`src/rtl/uart_rxb_pkg.sv`:
```
package uart_rxb_pkg;
    localparam int REG_AW = 2;

    typedef enum logic [1:0] {
        RA_CTRL   = 2'd0,
        RA_STATUS = 2'd1,
        RA_ERROR  = 2'd2,
        RA_DATA   = 2'd3
    } reg_addr_e;

    typedef enum logic [1:0] {
        FILL_EMPTY   = 2'd0,
        FILL_PARTIAL = 2'd1,
        FILL_FULL    = 2'd2
    } fill_state_e;

    // control register bit positions
    localparam int CTL_EN      = 0;
    localparam int CTL_RXFLUSH = 1;
    localparam int CTL_TXFLUSH = 2;
    localparam int CTL_RXTRG   = 4;
    localparam int CTL_TXTRG   = 8;
    localparam int TRG_W       = 3;

    // error status bit positions
    localparam int ERR_OVR = 0;
    localparam int ERR_PAR = 1;
    localparam int ERR_FRM = 2;
    localparam int ERR_BRK = 3;
    localparam int ERR_W   = 4;

    // status register full flag
    localparam int STAT_FULL = 8;
endpackage

```
`src/rtl/rxb_store.sv`:
```
module rxb_store #(
    parameter int DEPTH = 16,
    parameter int DW    = 8
) (
    input  logic          clk,
    input  logic          rst_n,
    input  logic          flush,
    input  logic          push,
    input  logic          pop,
    input  logic [DW-1:0] wdata,
    output logic [DW-1:0] head
);
    localparam int PTR_W = (DEPTH > 1) ? $clog2(DEPTH) : 1;
    localparam bit POW2  = (DEPTH == (1 << PTR_W));

    logic [DW-1:0]    mem [DEPTH];
    logic [PTR_W-1:0] wr_ptr, rd_ptr;
    logic [PTR_W-1:0] wr_inc, rd_inc;

    generate
        if (POW2) begin : g_wrap_free
            assign wr_inc = wr_ptr + 1'b1;
            assign rd_inc = rd_ptr + 1'b1;
        end else begin : g_wrap_cmp
            assign wr_inc = (wr_ptr == PTR_W'(DEPTH - 1)) ? '0 : wr_ptr + 1'b1;
            assign rd_inc = (rd_ptr == PTR_W'(DEPTH - 1)) ? '0 : rd_ptr + 1'b1;
        end
    endgenerate

    always_ff @(posedge clk or negedge rst_n) begin
        if (!rst_n) begin
            wr_ptr <= '0;
            rd_ptr <= '0;
        end else if (flush) begin
            wr_ptr <= '0;
            rd_ptr <= '0;
        end else begin
            if (push) wr_ptr <= wr_inc;
            if (pop)  rd_ptr <= rd_inc;
        end
    end

    always_ff @(posedge clk) begin
        if (push && !flush) mem[wr_ptr] <= wdata;
    end

    assign head = mem[rd_ptr];
endmodule

```
`src/rtl/rxb_fill_fsm.sv`:
```
module rxb_fill_fsm
    import uart_rxb_pkg::*;
#(
    parameter int DEPTH = 16,
    localparam int CNT_W = $clog2(DEPTH + 1)
) (
    input  logic             clk,
    input  logic             rst_n,
    input  logic             flush,
    input  logic             push,
    input  logic             pop,
    output fill_state_e      state,
    output logic [CNT_W-1:0] count,
    output logic             is_empty,
    output logic             is_full
);
    localparam bit ONE_DEEP = (DEPTH == 1);

    fill_state_e      nxt_state;
    logic [CNT_W-1:0] nxt_count;

    always_ff @(posedge clk or negedge rst_n) begin
        if (!rst_n) begin
            state <= FILL_EMPTY;
            count <= '0;
        end else begin
            state <= nxt_state;
            count <= nxt_count;
        end
    end

    always_comb begin
        nxt_state = state;
        nxt_count = count;
        if (flush) begin
            nxt_state = FILL_EMPTY;
            nxt_count = '0;
        end else begin
            if (push && !pop) nxt_count = count + 1'b1;
            if (pop && !push) nxt_count = count - 1'b1;
            unique case (state)
                FILL_EMPTY: begin
                    if (push && !pop) nxt_state = ONE_DEEP ? FILL_FULL : FILL_PARTIAL;
                end
                FILL_PARTIAL: begin
                    if (push && !pop && count == CNT_W'(DEPTH - 1))
                        nxt_state = FILL_FULL;
                    else if (pop && !push && count == CNT_W'(1))
                        nxt_state = FILL_EMPTY;
                end
                FILL_FULL: begin
                    if (pop && !push) nxt_state = ONE_DEEP ? FILL_EMPTY : FILL_PARTIAL;
                end
                default: nxt_state = FILL_EMPTY;
            endcase
        end
    end

    always_comb begin
        is_empty = (state == FILL_EMPTY);
        is_full  = (state == FILL_FULL);
    end
endmodule

```
`src/rtl/rxb_csr.sv`:
```
module rxb_csr
    import uart_rxb_pkg::*;
#(
    parameter int DEPTH = 16,
    localparam int CNT_W = $clog2(DEPTH + 1)
) (
    input  logic              clk,
    input  logic              rst_n,
    input  logic              reg_wr,
    input  logic              reg_rd,
    input  logic [REG_AW-1:0] reg_addr,
    input  logic [31:0]       reg_wdata,
    output logic [31:0]       reg_rdata,
    input  logic              rx_valid,
    input  logic [7:0]        rx_byte,
    input  logic              rx_perr,
    input  logic              rx_ferr,
    input  logic              rx_break,
    input  logic [1:0]        src_clr,
    input  logic [7:0]        q_head,
    input  logic [CNT_W-1:0]  q_count,
    input  logic              q_empty,
    input  logic              q_full,
    output logic              q_push,
    output logic              q_pop,
    output logic              q_flush,
    output logic [7:0]        q_wdata,
    output logic              data_ready,
    output logic              src_rx,
    output logic              src_err,
    output logic              fifo_en,
    output logic [TRG_W-1:0]  rx_trig,
    output logic [TRG_W-1:0]  tx_trig,
    output logic              tx_flush
);
    logic             ctl_wr, data_rd, err_rd;
    logic             arrive, dropped, empty_rd;
    logic             hold_load, hold_ovr, hold_rdy;
    logic [7:0]       hold_q;
    logic [ERR_W-1:0] err_q, err_set;
    logic             unused_wbits;

    assign unused_wbits = ^{reg_wdata[31:11], reg_wdata[7], reg_wdata[3]};

    always_comb begin
        ctl_wr    = reg_wr && (reg_addr == RA_CTRL);
        data_rd   = reg_rd && (reg_addr == RA_DATA);
        err_rd    = reg_rd && (reg_addr == RA_ERROR);
        arrive    = rx_valid || rx_break;
        q_wdata   = rx_break ? 8'h00 : rx_byte;
        q_flush   = ctl_wr && reg_wdata[CTL_RXFLUSH];
        q_pop     = data_rd && fifo_en && !q_empty;
        q_push    = arrive && fifo_en && (!q_full || q_pop);
        dropped   = arrive && fifo_en && q_full && !q_pop;
        empty_rd  = data_rd && fifo_en && q_empty;
        hold_load = arrive && !fifo_en;
        hold_ovr  = hold_load && hold_rdy && !data_rd;
        err_set            = '0;
        err_set[ERR_OVR]   = dropped || hold_ovr;
        err_set[ERR_PAR]   = rx_valid && !rx_break && rx_perr;
        err_set[ERR_FRM]   = rx_valid && !rx_break && rx_ferr;
        err_set[ERR_BRK]   = rx_break;
    end

    always_ff @(posedge clk or negedge rst_n) begin
        if (!rst_n) begin
            fifo_en  <= 1'b0;
            rx_trig  <= '0;
            tx_trig  <= '0;
            tx_flush <= 1'b0;
        end else begin
            tx_flush <= ctl_wr && reg_wdata[CTL_TXFLUSH];
            if (ctl_wr) begin
                fifo_en <= reg_wdata[CTL_EN];
                rx_trig <= reg_wdata[CTL_RXTRG +: TRG_W];
                tx_trig <= reg_wdata[CTL_TXTRG +: TRG_W];
            end
        end
    end

    always_ff @(posedge clk or negedge rst_n) begin
        if (!rst_n) begin
            err_q    <= '0;
            src_rx   <= 1'b0;
            src_err  <= 1'b0;
            hold_q   <= '0;
            hold_rdy <= 1'b0;
        end else begin
            err_q   <= (err_rd ? '0 : err_q) | err_set;
            src_rx  <= (src_rx && !src_clr[0]) || arrive;
            src_err <= (src_err && !src_clr[1]) || dropped || empty_rd;
            if (hold_load) begin
                hold_q   <= q_wdata;
                hold_rdy <= 1'b1;
            end else if (data_rd && !fifo_en) begin
                hold_rdy <= 1'b0;
            end
        end
    end

    assign data_ready = fifo_en ? !q_empty : hold_rdy;

    always_comb begin
        reg_rdata = '0;
        if (reg_rd) begin
            unique case (reg_addr)
                RA_CTRL: begin
                    reg_rdata[CTL_EN]              = fifo_en;
                    reg_rdata[CTL_RXTRG +: TRG_W]  = rx_trig;
                    reg_rdata[CTL_TXTRG +: TRG_W]  = tx_trig;
                end
                RA_STATUS: begin
                    if (q_full) reg_rdata[STAT_FULL] = 1'b1;
                    else        reg_rdata[7:0]       = 8'(q_count);
                end
                RA_ERROR: reg_rdata[ERR_W-1:0] = err_q;
                RA_DATA: begin
                    if (!fifo_en)     reg_rdata[7:0] = hold_q;
                    else if (!q_empty) reg_rdata[7:0] = q_head;
                end
                default: reg_rdata = '0;
            endcase
        end
    end
endmodule

```
`src/rtl/uart_rx_buffer.sv`:
```
module uart_rx_buffer
    import uart_rxb_pkg::*;
#(
    parameter int DEPTH = 16
) (
    input  logic        clk,
    input  logic        rst_n,
    input  logic        rx_valid,
    input  logic [7:0]  rx_byte,
    input  logic        rx_perr,
    input  logic        rx_ferr,
    input  logic        rx_break,
    input  logic        reg_wr,
    input  logic        reg_rd,
    input  logic [1:0]  reg_addr,
    input  logic [31:0] reg_wdata,
    output logic [31:0] reg_rdata,
    input  logic [1:0]  src_clr,
    output logic        data_ready,
    output logic        src_rx,
    output logic        src_err,
    output logic        fifo_en,
    output logic [2:0]  rx_trig,
    output logic [2:0]  tx_trig,
    output logic        tx_flush
);
    localparam int CNT_W = $clog2(DEPTH + 1);

    fill_state_e      fill_state;
    logic [CNT_W-1:0] fill_count;
    logic             q_empty, q_full, push_ok, pop_ok, flush_rx;
    logic [7:0]       q_head, q_wdata;

    rxb_store #(.DEPTH(DEPTH), .DW(8)) u_store (
        .clk   (clk),
        .rst_n (rst_n),
        .flush (flush_rx),
        .push  (push_ok),
        .pop   (pop_ok),
        .wdata (q_wdata),
        .head  (q_head)
    );

    rxb_fill_fsm #(.DEPTH(DEPTH)) u_fill (
        .clk      (clk),
        .rst_n    (rst_n),
        .flush    (flush_rx),
        .push     (push_ok),
        .pop      (pop_ok),
        .state    (fill_state),
        .count    (fill_count),
        .is_empty (q_empty),
        .is_full  (q_full)
    );

    rxb_csr #(.DEPTH(DEPTH)) u_csr (
        .clk        (clk),
        .rst_n      (rst_n),
        .reg_wr     (reg_wr),
        .reg_rd     (reg_rd),
        .reg_addr   (reg_addr),
        .reg_wdata  (reg_wdata),
        .reg_rdata  (reg_rdata),
        .rx_valid   (rx_valid),
        .rx_byte    (rx_byte),
        .rx_perr    (rx_perr),
        .rx_ferr    (rx_ferr),
        .rx_break   (rx_break),
        .src_clr    (src_clr),
        .q_head     (q_head),
        .q_count    (fill_count),
        .q_empty    (q_empty),
        .q_full     (q_full),
        .q_push     (push_ok),
        .q_pop      (pop_ok),
        .q_flush    (flush_rx),
        .q_wdata    (q_wdata),
        .data_ready (data_ready),
        .src_rx     (src_rx),
        .src_err    (src_err),
        .fifo_en    (fifo_en),
        .rx_trig    (rx_trig),
        .tx_trig    (tx_trig),
        .tx_flush   (tx_flush)
    );
endmodule

```
`config.mk`:
```
export PLATFORM = sky130hd
export DESIGN_NAME = uart_rx_buffer
export DESIGN_NICKNAME = d
export VERILOG_FILES = /design/src/rtl/uart_rxb_pkg.sv /design/src/rtl/rxb_store.sv /design/src/rtl/rxb_fill_fsm.sv /design/src/rtl/rxb_csr.sv /design/src/rtl/uart_rx_buffer.sv
export SDC_FILE = /design/constraint.sdc
export NUM_CORES = 1
export LEC_CHECK = 0
export BUFFER_PORTS_ARGS = -buffer_cell sky130_fd_sc_hd__buf_2
export CAP_MARGIN = 20
export CORE_AREA = 2 2 102 128
export CTS_BUF_LIST = sky130_fd_sc_hd__clkbuf_16
export CTS_CLUSTER_DIAMETER = 40
export CTS_CLUSTER_SIZE = 16
export DETAILED_ROUTE_END_ITERATION = 8
export DIE_AREA = 0 0 104 130
export PLACE_DENSITY = 0.83
export SYNTH_ARGS = -nofsm -noshare
export SYNTH_HDL_FRONTEND = slang
export SYNTH_SLANG_ARGS = --single-unit
export TNS_END_PERCENT = 1
```
`constraint.sdc`:
```
create_clock -name clk -period 6.8 [get_ports clk]
set_input_delay 1.02 -clock clk [delete_from_list [all_inputs] [get_ports clk]]
set_output_delay 1.02 -clock clk [all_outputs]
set_load 0.01 [all_outputs]
```
==> impl_metrics.env <==
export IMPL_run_status="complete, no violations"
export IMPL_cts_htree_levels=4
export IMPL_grt_setup_unrepaired="no"
export IMPL_finalSetupViolCount=0
export IMPL_cp_start_kind="flip-flop"
export IMPL_dr_first_iter_drc_count=428
export IMPL_die_h_microns=130
export IMPL_netlist_area_sq_mm=0.00744
export IMPL_clkLatencyLatePin_ns=0.42
export IMPL_ir_worst_vdd_mv=0.176
export IMPL_yosys_register_bits=166
export IMPL_pin_count_of_the_biggest_net_entering_global_routing=52
export IMPL_fp_row_count=46
export IMPL_post_place_cells=691
export IMPL_final_hold_violation_count=0
export IMPL_skew_ns=0.00757
export IMPL_dieArea_sq_mm=0.0135
export IMPL_grtUsageTotal=0.255
export IMPL_grt_overflow_total=0
export IMPL_cp_data_required_time_ns=5.78
export IMPL_timing_critical_path_arrival_ns=3.04
export IMPL_min_period_over_period=0.597
export IMPL_max_cap_viol_count=0
export IMPL_synth_area_leader_cell="sky130_fd_sc_hd__edfxtp_1"
export IMPL_share_of_the_core_filled_with_cells_in_the_final_layout=0.669
export IMPL_ctsHoldBuffers=0
export IMPL_fraction_of_layout_cells_with_a_size_suffix_above_1=0.205
export IMPL_final_net_count=611
export IMPL_clockRootBuffer="sky130_fd_sc_hd__clkbuf_16"
export IMPL_yosysWarningCount=0
export IMPL_total_leakage_power_uw=0.00313
export IMPL_fmaxAchievable_mhz=247
export IMPL_post_drt_via_cell_ratio=6.18
export IMPL_grt_pass1_vias=4358
export IMPL_yosys_top_cells_area="sky130_fd_sc_hd__edfxtp_1, sky130_fd_sc_hd__dfrtp_1, sky130_fd_sc_hd__mux2i_1, sky130_fd_sc_hd__mux4_2, sky130_fd_sc_hd__mux4_1"
export IMPL_drt_total_wl_mm=16.7
export IMPL_num_io_pins=95
export IMPL_die_extent_in_x_microns=104
export IMPL_tightestPinTransition_ns=1.11
export IMPL_floorplan_core_area_sq_mm=0.0124
export IMPL_cts_sink_count=166
export IMPL_setup_tns_ns=0
export IMPL_dr_pass1_iters=4
export IMPL_io_buffer_count=50
export IMPL_start_util=0.599
export IMPL_slew_limit_headroom=0.260
export IMPL_synth_avg_cell_area_sq_um=15.0
export IMPL_final_cell_mix="sky130_fd_sc_hd__edfxtp_1, sky130_fd_sc_hd__buf_2, sky130_fd_sc_hd__mux2i_1"
export IMPL_post_route_drc_count=0
export IMPL_postCtsResizedCells=0
export IMPL_min_path_type="flip-flop to flip-flop"
export IMPL_seq_area_frac_synth=0.644
export IMPL_postSynthCellCount=497
export IMPL_post_synth_top_area_fraction=0.516
export IMPL_cellPowerDensity_mw_per_mm2=341
export IMPL_area_delta_synth_final_pct=11.8
export IMPL_numCtsBuffers=17
export IMPL_mostFrequentLayoutCell="sky130_fd_sc_hd__edfxtp_1"
export IMPL_post_route_min_period_ns=4.06
export IMPL_place_ws_ns=3.08
export IMPL_path_clk_slew_ns=0.06
export IMPL_count_of_flip_flops_with_a_built_in_enable_after_synthesis=128
export IMPL_antenna_cells=0
export IMPL_final_antenna_net_count=0
export IMPL_yosysUniqueCellTypes=54
export IMPL_worst_setup_path_end_kind="output pin"
export IMPL_classification_of_the_worst_setup_path="flip-flop to output pin"
export IMPL_ys_async_sr_fraction=0.229
export IMPL_vias=4501
export IMPL_final_critical_path_setup_slack_ns=2.74
export IMPL_timing_max_transition_violations_final=0
export IMPL_post_layout_nonfiller_instances=728
export IMPL_clock_tree_from_tritoncts="done"
export IMPL_routabilityCongestion=0.911
export IMPL_detail_route_wl_per_cell_microns=22.9
export IMPL_number_of_antenna_violations_at_the_first_check_in_global_routing=0
export IMPL_place_detailed_hpwl_mm=10.5
export IMPL_postCtsSetupRepairBufs=0
export IMPL_cts_buffer_depth=2
export IMPL_first_pass_grt_wire_length_mm=25.3
export IMPL_timing_critical_path_fanout_max=51
export IMPL_synth_flop_cell="sky130_fd_sc_hd__edfxtp_1"
[kinds of logic after synthesis]
logic type	synth area share
DFF	0.644
and+or+nand+nor	0.0704
muxes	0.138
AOI/OAI and AO/OA	0.0679
buffers and inverters	0.0498
adders and majority gates	0.0202
xor gates and xnor gates	0.00941
other	0.000504
[per-layer routing]
| layer | up-vias | share of wire | GRT usage |
|---|---|---|---|
| li1 | 1947 | - | - |
| met1 | 2243 | 0.38 | 0.306 |
| met2 | 265 | 0.52 | 0.446 |
| met3 | 46 | 0.071 | 0.0549 |
| met4 | 0 | 0.033 | 0.123 |
| met5 | - | 0 | 0 |
[metrics by stage]
| stage | hold slack (ns) | total power (uW) | cell area, sq um |
|---|---|---|---|
| 2_1_floorplan | 0.450 | 1770 | 7520 |
| 3_3_place_gp | 0.475 | 1880 | 7710 |
| 3_5_place_dp | 0.477 | 1900 | 7710 |
| 4_1_cts | 0.490 | 2840 | 8290 |
| 5_1_grt | 0.521 | 2950 | 8320 |
| 6_report | 0.490 | 2840 | 8320 |
[flip-flops by register name, summed over array words and instances, names as in the netlist, 3 cells and up]
signal,flops
u_store.rd_ptr,4
u_csr.hold_q,8
u_fill.count,5
u_store.mem,128
u_csr.rx_trig,3
u_csr.tx_trig,3
u_store.wr_ptr,4
u_csr.err_q,4
[layout make-up]
cell class	instances	area [sq um]
multi-input cells	283	2350
clock buffers	19	475
flip-flops and latches	166	4800
repair buffers	57	303
well taps	168	210
fillers	806	4110
inverters	22	82.6
clock inverters	13	103
[worst paths after layout]
| kind | from | end | slack, ns | cells past startpoint |
|---|---|---|---|---|
| setup / recovery | u_store.rd_ptr[0] | reg_rdata[0] | 2.74 | 5 |
| max in group asynchronous | rst_n | u_store.rd_ptr[0] | 5.50 | 1 |
| setup reg to reg | u_fill.state[1] | u_fill.count[3] | 3.79 | 7 |
| hold reg to reg | u_csr.src_err | u_csr.src_err | 0.49 | 1 |
| min in group asynchronous | rst_n | u_fill.count[2] | 0.70 | 1 |
| hold / removal | u_csr.src_err | u_csr.src_err | 0.49 | 1 |
[synth_stat cells, types with 4 or more instances]
master                     number
sky130_fd_sc_hd__nor2_1        25
sky130_fd_sc_hd__xnor2_1        7
sky130_fd_sc_hd__mux4_2        12
sky130_fd_sc_hd__and3_1         4
sky130_fd_sc_hd__a32oi_1        4
sky130_fd_sc_hd__nor2b_1       14
sky130_fd_sc_hd__edfxtp_1     128
sky130_fd_sc_hd__mux2i_1       39
sky130_fd_sc_hd__mux4_1         7
sky130_fd_sc_hd__nand2_1       11
sky130_fd_sc_hd__ha_1          12
sky130_fd_sc_hd__mux2_2        16
sky130_fd_sc_hd__inv_1         20
sky130_fd_sc_hd__nand3_1        5
sky130_fd_sc_hd__and2_1        15
sky130_fd_sc_hd__clkbuf_1      16
sky130_fd_sc_hd__dfrtp_1       38
sky130_fd_sc_hd__a22o_1         5
sky130_fd_sc_hd__a22oi_1       16
sky130_fd_sc_hd__nor3_1         4
sky130_fd_sc_hd__a21oi_1       10
sky130_fd_sc_hd__o21ai_0       13
sky130_fd_sc_hd__a31oi_1        4
sky130_fd_sc_hd__buf_4         24
[worst max-delay path: stages (launching register included)]
cell and delay (ns):
sky130_fd_sc_hd__dfrtp_2 0.34, sky130_fd_sc_hd__buf_4 0.66, sky130_fd_sc_hd__mux4_1 0.69, sky130_fd_sc_hd__mux4_2 0.51, sky130_fd_sc_hd__a22o_1 0.26, sky130_fd_sc_hd__buf_2 0.14
[power breakdown]
part	switching (uW)	internal [uW]	total, uW
clock	386	544	930
combinational	351	281	632
sequential	86.7	1190	1280
No activity file was read; power rests on OpenSTA's default activity.
